File: config.mk
export PLATFORM = sky130hd
export DESIGN_NAME = gpio_edge_wake
export DESIGN_NICKNAME = d
export VERILOG_FILES = /design/src/rtl/gpio_edge_wake_pkg.sv /design/src/rtl/gew_sync.sv /design/src/rtl/gew_edge.sv /design/src/rtl/gew_pend.sv /design/src/rtl/gew_wake.sv /design/src/rtl/gpio_edge_wake.sv
export SDC_FILE = /design/constraint.sdc
export NUM_CORES = 1
export LEC_CHECK = 0
export BUFFER_PORTS_ARGS = -buffer_cell sky130_fd_sc_hd__buf_2
export CORE_UTILIZATION = 55
export CTS_CLUSTER_SIZE = 12
export DETAILED_ROUTE_END_ITERATION = 8
export PLACE_DENSITY_LB_ADDON = 0.1
export SKIP_LAST_GASP = 1
export SYNTH_ARGS = -nofsm -noshare
export SYNTH_HDL_FRONTEND = slang
export SYNTH_HIERARCHICAL = 1
export SYNTH_SLANG_ARGS = --single-unit
File: constraint.sdc
create_clock -name clk_i -period 2.6 [get_ports clk_i]
set_input_delay 0 -clock clk_i [delete_from_list [all_inputs] [get_ports clk_i]]
set_output_delay 0 -clock clk_i [all_outputs]
set_load 0.01 [all_outputs]
File: src/rtl/gpio_edge_wake_pkg.sv
package gpio_edge_wake_pkg;

  localparam int REG_AW = 3;
  localparam int TRIG_W = 4;

  typedef enum logic [REG_AW-1:0] {
    RS_RISE_IRQ  = 3'd0,
    RS_FALL_IRQ  = 3'd1,
    RS_RISE_WAKE = 3'd2,
    RS_FALL_WAKE = 3'd3,
    RS_SLEEP     = 3'd4,
    RS_PEND      = 3'd5,
    RS_TRIG      = 3'd6
  } reg_sel_e;

  typedef struct packed {
    logic lvl_lo;
    logic lvl_hi;
    logic fall;
    logic rise;
  } trig_code_t;

endpackage

File: src/rtl/gew_sync.sv
module gew_sync #(
  parameter int W      = 32,
  parameter int STAGES = 2
) (
  input  logic         clk_i,
  input  logic         rst_i,
  input  logic [W-1:0] d_i,
  output logic [W-1:0] q_o
);

  logic [W-1:0] stage_q [STAGES];

  always_ff @(posedge clk_i) begin
    if (rst_i) begin
      for (int i = 0; i < STAGES; i++) stage_q[i] <= '0;
    end else begin
      stage_q[0] <= d_i;
      for (int i = 1; i < STAGES; i++) stage_q[i] <= stage_q[i-1];
    end
  end

  assign q_o = stage_q[STAGES-1];

endmodule

File: src/rtl/gew_edge.sv
module gew_edge #(
  parameter int W = 32
) (
  input  logic         clk_i,
  input  logic         rst_i,
  input  logic [W-1:0] lvl_i,
  output logic [W-1:0] rise_o,
  output logic [W-1:0] fall_o
);

  logic [W-1:0] prev_q;

  always_ff @(posedge clk_i) begin
    if (rst_i) prev_q <= '0;
    else       prev_q <= lvl_i;
  end

  assign rise_o = lvl_i & ~prev_q;
  assign fall_o = ~lvl_i & prev_q;

endmodule

File: src/rtl/gew_pend.sv
module gew_pend #(
  parameter int W = 32
) (
  input  logic         clk_i,
  input  logic         rst_i,
  input  logic [W-1:0] set_i,
  input  logic [W-1:0] clr_i,
  output logic [W-1:0] pend_o,
  output logic         irq_o
);

  logic [W-1:0] pend_q;
  logic [W-1:0] pend_d;
  logic         irq_q;

  // a new event overrides a clear aimed at the same bit
  assign pend_d = (pend_q & ~clr_i) | set_i;

  always_ff @(posedge clk_i) begin
    if (rst_i) begin
      pend_q <= '0;
      irq_q  <= 1'b0;
    end else begin
      pend_q <= pend_d;
      irq_q  <= |pend_d;
    end
  end

  assign pend_o = pend_q;
  assign irq_o  = irq_q;

endmodule

File: src/rtl/gew_wake.sv
module gew_wake #(
  parameter int W = 32
) (
  input  logic         clk_i,
  input  logic         rst_i,
  input  logic [W-1:0] rise_i,
  input  logic [W-1:0] fall_i,
  input  logic [W-1:0] rise_en_i,
  input  logic [W-1:0] fall_en_i,
  input  logic [W-1:0] sleep_i,
  output logic         wake_o
);

  logic [W-1:0] hit;
  logic         wake_q;

  always_comb begin
    for (int i = 0; i < W; i++) begin
      hit[i] = ((rise_i[i] & rise_en_i[i]) | (fall_i[i] & fall_en_i[i])) & ~sleep_i[i];
    end
  end

  always_ff @(posedge clk_i) begin
    if (rst_i) wake_q <= 1'b0;
    else       wake_q <= |hit;
  end

  assign wake_o = wake_q;

endmodule

File: src/rtl/gpio_edge_wake.sv
module gpio_edge_wake
  import gpio_edge_wake_pkg::*;
#(
  parameter int W           = 32,
  parameter int SYNC_STAGES = 2
) (
  input  logic              clk_i,
  input  logic              rst_i,
  input  logic [W-1:0]      pin_i,
  input  logic              wr_en_i,
  input  logic [REG_AW-1:0] wr_addr_i,
  input  logic [W-1:0]      wr_data_i,
  input  logic [REG_AW-1:0] rd_addr_i,
  output logic [W-1:0]      rd_data_o,
  output logic              irq_o,
  output logic              wake_o
);

  localparam int PIN_W = $clog2(W);
  localparam logic [PIN_W:0] PIN_LIMIT = W[PIN_W:0];

  // configuration registers
  logic [W-1:0] rise_irq_q;
  logic [W-1:0] fall_irq_q;
  logic [W-1:0] rise_wake_q;
  logic [W-1:0] fall_wake_q;
  logic [W-1:0] sleep_q;
  logic [W-1:0] rd_q;

  // datapath
  logic [W-1:0] lvl_sync;
  logic [W-1:0] rise_e;
  logic [W-1:0] fall_e;
  logic [W-1:0] evt_vec;
  logic [W-1:0] clr_vec;
  logic [W-1:0] pend_q;

  // trigger command decode
  reg_sel_e         wr_sel;
  reg_sel_e         rd_sel;
  logic [PIN_W-1:0] trig_pin;
  trig_code_t       trig_code;
  logic             trig_ok;

  assign wr_sel    = reg_sel_e'(wr_addr_i);
  assign rd_sel    = reg_sel_e'(rd_addr_i);
  assign trig_pin  = wr_data_i[PIN_W-1:0];
  assign trig_code = trig_code_t'(wr_data_i[PIN_W +: TRIG_W]);
  assign trig_ok   = !trig_code.lvl_hi && !trig_code.lvl_lo && ({1'b0, trig_pin} < PIN_LIMIT);

  always_ff @(posedge clk_i) begin
    if (rst_i) begin
      rise_irq_q  <= '0;
      fall_irq_q  <= '0;
      rise_wake_q <= '0;
      fall_wake_q <= '0;
      sleep_q     <= '1;
    end else if (wr_en_i) begin
      case (wr_sel)
        RS_RISE_IRQ:  rise_irq_q  <= wr_data_i;
        RS_FALL_IRQ:  fall_irq_q  <= wr_data_i;
        RS_RISE_WAKE: rise_wake_q <= wr_data_i;
        RS_FALL_WAKE: fall_wake_q <= wr_data_i;
        RS_SLEEP:     sleep_q     <= wr_data_i;
        RS_TRIG: begin
          if (trig_ok) begin
            rise_irq_q[trig_pin] <= trig_code.rise;
            fall_irq_q[trig_pin] <= trig_code.fall;
          end
        end
        default: ;
      endcase
    end
  end

  always_ff @(posedge clk_i) begin
    if (rst_i) begin
      rd_q <= '0;
    end else begin
      case (rd_sel)
        RS_RISE_IRQ:  rd_q <= rise_irq_q;
        RS_FALL_IRQ:  rd_q <= fall_irq_q;
        RS_RISE_WAKE: rd_q <= rise_wake_q;
        RS_FALL_WAKE: rd_q <= fall_wake_q;
        RS_SLEEP:     rd_q <= sleep_q;
        RS_PEND:      rd_q <= pend_q;
        default:      rd_q <= '0;
      endcase
    end
  end

  assign rd_data_o = rd_q;

  gew_sync #(.W(W), .STAGES(SYNC_STAGES)) sync_i (
    .clk_i (clk_i),
    .rst_i (rst_i),
    .d_i   (pin_i),
    .q_o   (lvl_sync)
  );

  gew_edge #(.W(W)) edge_i (
    .clk_i  (clk_i),
    .rst_i  (rst_i),
    .lvl_i  (lvl_sync),
    .rise_o (rise_e),
    .fall_o (fall_e)
  );

  assign evt_vec = (rise_e & rise_irq_q) | (fall_e & fall_irq_q);
  assign clr_vec = (wr_en_i && wr_sel == RS_PEND) ? wr_data_i : '0;

  gew_pend #(.W(W)) pend_i (
    .clk_i  (clk_i),
    .rst_i  (rst_i),
    .set_i  (evt_vec),
    .clr_i  (clr_vec),
    .pend_o (pend_q),
    .irq_o  (irq_o)
  );

  gew_wake #(.W(W)) wake_i (
    .clk_i     (clk_i),
    .rst_i     (rst_i),
    .rise_i    (rise_e),
    .fall_i    (fall_e),
    .rise_en_i (rise_wake_q),
    .fall_en_i (fall_wake_q),
    .sleep_i   (sleep_q),
    .wake_o    (wake_o)
  );

endmodule

==> key figures, run 1 <==
Drt
  • Via Count: approximately 14000
  • Routed len/inst: 21.9 µm
  • # DRC: 0
  • ANT nets after route: 0
  • Vias per inst: approximately 6.2
  • Initial detailed-routing violation count: 1557
  • Drt pass-1 iters: 8
  • Total wire length: between 40 and 50 mm

STA
  • Setup TNS: 0 ps
  • Setup ws final: 436 ps
  • WHS: 93.0 ps
  • Fmax: 0.462 GHz
  • Pins Over Slew Limit: 0
  • Hold Vio Cnt, Final: 0
  • Tmin final: 2160 ps
  • Final setup violation count: 0
  • Normalized max-slew margin: 51.5%
  • Least-Margin Pin Slew: 725 ps
  • Final Skew: roughly 14 ps
  • Final period util: 83.2%
  • RSZ-0062 raised after global routing: false

Floorplan
  • I/O pin cnt: between 100 and 150
  • DIE WIDTH: 169 µm
  • Die ar.: between 20000 and 30000 µm²
  • Initial Utilization: between 50% and 60%
  • Core Area: 27100 µm²
  • Die H: about 170 µm
  • FP Rows: 60

Finish
  • P&R area growth vs syn: 15.5%
  • Antenna diode count: 0
  • Fillers: between 2000 and 2500
  • Net count, final: 1920
  • Fraction of layout cells with a size suffix above 1: 18.9%
  • Post-layout util: 65.2%
  • Footprint of the multi-input gates: between 7000 and 8000 µm²
  • Reg area: 6450 µm²

Power
  • Power share of the combinational group: 10.5%
  • Clock share of power: 43.3%
  • LEAKAGE: 0.00660 µW
  • Total internal power: 8460 µW
  • Net Sw Frac: between 20% and 30%
  • Switching power: 2780 µW
  • Sequential Power Share: 46.2%
  • Pwr dens: ~640 nW/µm²
  • Peak VDD IR: ~0.54 mV

Global route
  • Met1 Usage GRT: 45.2%
  • Total global-route track usage: roughly a third
  • Number of global-route vias before repair: 13072
  • Largest net degree at the start of global routing: 56
  • Met3 GRT Util: 5.24%
  • Initial antenna violation count: 1
  • First-pass GRT wire length: 75.4 mm
  • Grt ovf: 0
  • Most used routing layer: met2
  • M2 GR Usage: 55.5%

Clock tree
  • Clk slew on worst S/H paths: 60 ps
  • Post-CTS Resized: 0
  • Clk_lat worst skew: approximately 510 ps
  • CTS tree: yes
  • Clock Tree Root: clkbuf_16
  • Clock Sinks: ~320
  • H-tree depth: 2
  • CTS buffer count: 36
  • Clock Tree Buf Depth: 3

Setup path
  • Crit. End Element: flop
  • CP arrival: 2560 ps
  • Startpoint types: flop
  • CP Class: flop to flop
  • WP data required: 3000 ps
  • R2r setup slk: 440 ps
  • Max FO, Critical Path: 3

Synth
  • #FFs+latches synth: between 300 and 400
  • Register area share after synthesis: 42.1%
  • Synth Area per Inst: 8.75 µm²
  • Mapped Area: 15300 µm²
  • Post-synth cell types: a little under 70
  • Mapped Cells: 1749
  • Ys Warns: 6
  • Prevailing post-synth register cell: dfxtp_1
  • Syn Nets: 1822
  • Post-synth EDFFs: 0
  • Async S/R FF share, synth: 0%

Hold path
  • Hold Path Class: input pin to flop

Outcome
  • Status: finished, final reports clean

Placed design
  • DP Worst Slack: 233 ps
  • PortBufs: 106
  • Final Wtd Congestion: between 0.8 and 0.9
  • Dpl hpwl: approximately 32 mm

Flow run
  • Maxcap violations: 0
-- through the flow --
step                total power (µW)  instance area, µm²  instances
detailed placement              6370               15900       2111
global route                   11600               17700       2239
floorplan                       6000               15300       1749
CTS                            11300               17700       2239
global placement                6350               15900       2111
finish                         11200               17700       2239
-- registers in the layout, indices dropped and copies added, names as in the netlist --
signal,flops
fall_irq_q,32
fall_wake_q,32
pend_i/irq_o,1
sync_i/stage_q,64
sleep_q,32
pend_i/pend_o,32
rise_irq_q,32
wake_i/wake_o,1
rise_wake_q,32
rd_data_o,32
edge_i/prev_q,32
-- cells in the final DEF (no fill, tap or decap), drive strengths merged, types with 20 or more instances in the layout --
cell / n
a21oi: 101
a22o: 39
a22oi: 65
a32o: 48
and2: 34
buf: 158
clkbuf: 55
dfxtp: 322
dlygate4sd3: 70
mux2: 44
nand2: 276
nand3: 37
nor2: 89
nor2b: 181
nor3: 55
o21a: 20
o21ai: 93
o32ai: 25
-- timing repair --
item / CTS / global route
hold buffers: 70 / 0
hold endpoints to repair: 151 / 0
setup buffers: 0 / 0
-- cells by family (layout without fill, tap and decap cells) --
logic type,count (synthesis),after routing,synth area share (%)
AND/OR/NAND/NOR,707,707,23.8
AO/OA/AOI/OAI,468,468,22.4
multiplexers,64,64,5.12
flip-flops,322,322,42.1
buffers and inverters,188,306,6.52
-- synthesized netlist by cell type (9+ instances only) --
master | n | share of area (%)
dfxtp_1 | 322 | 42
nand2_1 | 275 | 6.7
nor2b_1 | 118 | 4.8
a21oi_1 | 101 | 3.3
nor2_1 | 87 | 2.1
o21ai_0 | 83 | 2.7
clkbuf_1 | 68 | 1.7
a22oi_1 | 62 | 3.0
nor2b_2 | 60 | 3.4
nor3_1 | 55 | 1.8
a32o_1 | 48 | 3.1
mux2_2 | 44 | 3.2
buf_2 | 41 | 1.3
a22o_1 | 39 | 2.2
nand3_1 | 37 | 1.2
buf_4 | 36 | 1.8
and2_1 | 34 | 1.4
o32ai_1 | 22 | 1.3
o21a_1 | 20 | 0.98
inv_1 | 18 | 0.44
o22a_1 | 16 | 0.92
o22ai_1 | 16 | 0.65
mux2i_1 | 13 | 0.85
buf_6 | 11 | 0.81
buf_1 | 10 | 0.25
o21ai_1 | 9 | 0.29
-- power groups by stage --
stage | clock network (µW) | registers (µW) | logic [µW]
4_1_cts | 4920 | 5190 | 1150
6_report | 4860 | 5200 | 1180
3_3_place_gp | 0 | 5300 | 1060
2_1_floorplan | 0 | 5270 | 723
5_1_grt | 5110 | 5210 | 1260
3_5_place_dp | 0 | 5300 | 1070
-- worst max-delay path, cell delays in order, from the launching register on --
cell and delay (ps):
dfxtp_1 320, nor2b_1 150, a22o_1 260, a2111oi_0 570, buf_4 210, nand4_1 170, o41a_1 370
-- routing by layer --
layer | part of all wire [%] | vias to the layer above | wire [µm]
li1 | - | 6365 | -
met1 | 42 | 6665 | 20600
met2 | 45 | 730 | 22100
met3 | 8.7 | 148 | 4280
met4 | 4.2 | 0 | 2050
met5 | 0 | - | 0
-- cell type report --
cell class / instances / share of cell area (%)
clock buffers: 55 / 6.02
clock inverters: 3 / 0.227
inverters: 20 / 0.425
multi-input cells: 1239 / 44.5
flip-flops and latches: 322 / 36.5
well taps: 372 / 2.64
repair buffers: 228 / 9.66
-- final timing paths --
path                                                        from                          endpoint  depth (start not counted)
worst max-delay path            sync_i/stage_q[0][37]$_SDFF_PP0_           pend_i/irq_o$_SDFF_PP0_                          6
worst min-delay path                                rd_addr_i[2]           rd_data_o[5]$_SDFF_PP0_                          4
worst max register to register  sync_i/stage_q[0][37]$_SDFF_PP0_           pend_i/irq_o$_SDFF_PP0_                          6
worst min register to register  sync_i/stage_q[0][26]$_SDFF_PP0_  sync_i/stage_q[0][58]$_SDFF_PP0_                          1
(Power assumes the default switching activity.)
==> run 2, diff against run 1 <==
ABC_AREA = 1   (was unset)
clock period = 2 ns   (was 2.6 ns; I/O delays follow)
==> run 2 against run 1 <==
Area after synthesis decreased by 0.56%. Maximum frequency rose by 35%. Combinational power is 28% higher. Register-to-register slack got worse by 40 ps. Final area fell by 0.14%. Highest routed layer unchanged. Critical endpoint unchanged. Sequential power rose by 31%. Sequential share of layout area rose by 0.052 points. Flip-flop and latch count unchanged. Wire length down 11%. Clock skew shrank 5.5 ps. Worst hold slack got worse by 77 ps. Utilization grew 0.088 points.
==> key figures, run 2 <==
Outcome
  • Status: finished, final reports clean

Synth
  • Register area share after synthesis: 42.4%
  • Mapped Cells: 2327
  • Syn Nets: 2400
  • Prevailing post-synth register cell: dfxtp_1
  • Mapped Area: 15200 µm²
  • #FFs+latches synth: 322
  • Area leader, netlist: dfxtp_1
  • Async S/R FF share, synth: 0%
  • Yosys top cell area share: a little over two fifths
  • Synth top cells by count: nor2_1 (456), nand2_1 (444), inv_1 (435)
  • Post-synth cell types: 25
  • Post-synth EDFFs: 0
  • Synth area leaders: dfxtp_1 (42%), nor2_1 (11%), nand2_1 (11%)
  • Ys Warns: 6
  • Synth Area per Inst: 6.54 µm²
  • Most common cell in the netlist: nor2_1

Setup path
  • Max incr delay on CP: 350 ps
  • Slowest CP cell: dfxtp_1
  • Max FO, Critical Path: 2
  • WP data required: ~2400 ps
  • CP Class: flop to flop
  • Most used cell, CP: nor2_1
  • Crit. End Element: flop
  • Startpoint types: flop
  • CP arrival: between 1500 and 2000 ps
  • Critical Path, Cell by Cell: inv_1, nor2_1, a22o_1, inv_1, nand2_1, nor2_1, nand2_1, nor2_1, nand2_1, nor2_1, nor2_1

Power
  • Net Sw Frac: 25.2%
  • Total internal power: 11100 µW
  • Pwr dens: 842 nW/µm²
  • Switching power: 3740 µW
  • Sequential Power Share: 45.9%
  • Power share of the combinational group: 10.2%
  • Peak VDD IR: 0.769 mV
  • LEAKAGE: 0.00848 µW
  • Clock share of power: 44.0%

STA
  • Tmin final: about 1600 ps
  • Final Skew: 8.72 ps
  • Final setup violation count: 0
  • RSZ-0062 raised after global routing: false
  • Fmax: 0.625 GHz
  • Final period util: between 70% and 80%
  • Pins Over Slew Limit: 0
  • Hold Vio Cnt, Final: 0
  • Normalized max-slew margin: 59.6%
  • Least-Margin Pin Slew: 607 ps
  • Setup TNS: 0 ps
  • Setup ws final: 401 ps

Global route
  • Grt ovf: 0
  • Number of global-route vias before repair: 13786
  • Initial antenna violation count: 0
  • First-pass GRT wire length: approximately 70 mm
  • Total global-route track usage: between 30% and 40%
  • Largest net degree at the start of global routing: around 130

Floorplan
  • Core Area: about 27000 µm²
  • Die ar.: 28300 µm²
  • Initial Utilization: between 50% and 60%
  • I/O pin cnt: about 110
  • DIE WIDTH: 168 µm
  • FP Rows: 60
  • Die H: 168 µm

Drt
  • DR top layer: met4
  • Vias per inst: 5.26
  • Wire length on met1: 19.0 mm
  • # DRC: 0
  • Drt pass-1 iters: 6
  • Total wire length: 43.4 mm
  • Via Count: roughly 15000
  • Met3 WL: 3.47 mm
  • WL met2: 19.7 mm
  • Routed len/inst: ~15 µm
  • ANT nets after route: 0
  • Initial detailed-routing violation count: 1306

Finish
  • P&R area growth vs syn: 16.0%
  • Most common cell after layout, fill and taps aside: nor2_1
  • Most frequent cells in the layout: nor2_1 (455), nand2_1 (443), inv_1 (434), dfxtp_1 (322), a21oi_1 (131)
  • Fillers: 2461
  • Net count, final: 2521
  • Fraction of layout cells with a size suffix above 1: 9.58%
  • Reg with most FFs: sync_i/stage_q
  • Final cell count without fillers: approximately 2800
  • Max FFs per register: 64

Clock tree
  • Clk_lat worst skew: roughly 510 ps
  • Post-CTS Resized: 0
  • Clk slew on worst S/H paths: 60 ps
  • H-tree depth: 2
  • Setup Fix Bufs, Post-CTS: 0
  • CTS buffer count: 37
  • Clock Tree Root: clkbuf_16
  • Clock Tree Buf Depth: 3
  • Clock Sinks: 322
  • CTS tree: yes
  • Hold_buf cts: between 60 and 70

Placed design
  • Final Wtd Congestion: 0.903
  • Cell count after placement: 2684
  • Dpl hpwl: 28.7 mm
  • DP Worst Slack: 373 ps
  • PortBufs: around 110

Hold path
  • Hold Path Class: input pin to flop

Flow run
  • Maxcap violations: 0
-- run 2: cell type report --
class | instances | area, µm² | area share [%]
Timing Repair Buffer | 218 | 1580 | 8.94
Clock buffer | 51 | 1050 | 5.95
Sequential cell | 322 | 6450 | 36.6
Antenna cell | 1 | 2.50 | 0.0142
Clock inverter | 13 | 115 | 0.653
Tap cell | 341 | 427 | 2.42
Multi-Input combinational cell | 1427 | 6360 | 36.1
Inverter | 442 | 1660 | 9.42
-- run 2: worst paths after layout --
check                                   start                               end  slack, ps  cells past startpoint
max reg2reg  sync_i/stage_q[0][32]$_SDFF_PP0_           pend_i/irq_o$_SDFF_PP0_        400                     11
max          sync_i/stage_q[0][32]$_SDFF_PP0_           pend_i/irq_o$_SDFF_PP0_        400                     11
min                                     rst_i           sleep_q[0]$_SDFFE_PP1P_         20                      4
min reg2reg  sync_i/stage_q[0][30]$_SDFF_PP0_  sync_i/stage_q[0][62]$_SDFF_PP0_        400                      2
-- run 2: cells by family after synthesis --
kind of cell / after synthesis / synth area share (%)
AND/OR/NAND/NOR: 1036 / 26.9
buffers and inverters: 578 / 15.9
AO/OA/AOI/OAI: 391 / 14.8
flip-flops: 322 / 42.4
-- run 2: power by group through the flow --
stage                     Combinational [µW]  Sequential (µW)  Clock [µW]
after floorplan                          951             6920           0
after global placement                  1350             6940           0
after detailed placement                1380             6950           0
after CTS                               1490             6810        6610
after global routing                    1680             6830        6880
final                                   1510             6810        6530
-- run 2: metal layers --
metal / up-vias / track usage, %
met5: - / 0
met4: 0 / 10.8
met3: 82 / 4.37
met2: 614 / 50.9
met1: 6720 / 40.4
li1: 7382 / -
-- run 2: metrics by stage --
stage / hold WS (ps) / power (µW) / area (µm²) / util, %
2_1_floorplan: 69.1 / 7870 / 15200 / -
3_3_place_gp: 198 / 8290 / 15800 / 58.5
3_5_place_dp: 206 / 8320 / 15800 / 58.5
4_1_cts: 28.3 / 14900 / 17600 / 65.2
5_1_grt: 68.1 / 15400 / 17600 / 65.2
6_report: 15.6 / 14900 / 17600 / 65.3
-- run 2: critical path: cells and delay by family (launching register included) --
kind / cells / cell delay, ps
buffers and inverters: 2 / 180
flip-flops: 1 / 350
AND/OR/NAND/NOR: 8 / 710
AO/OA/AOI/OAI: 1 / 230
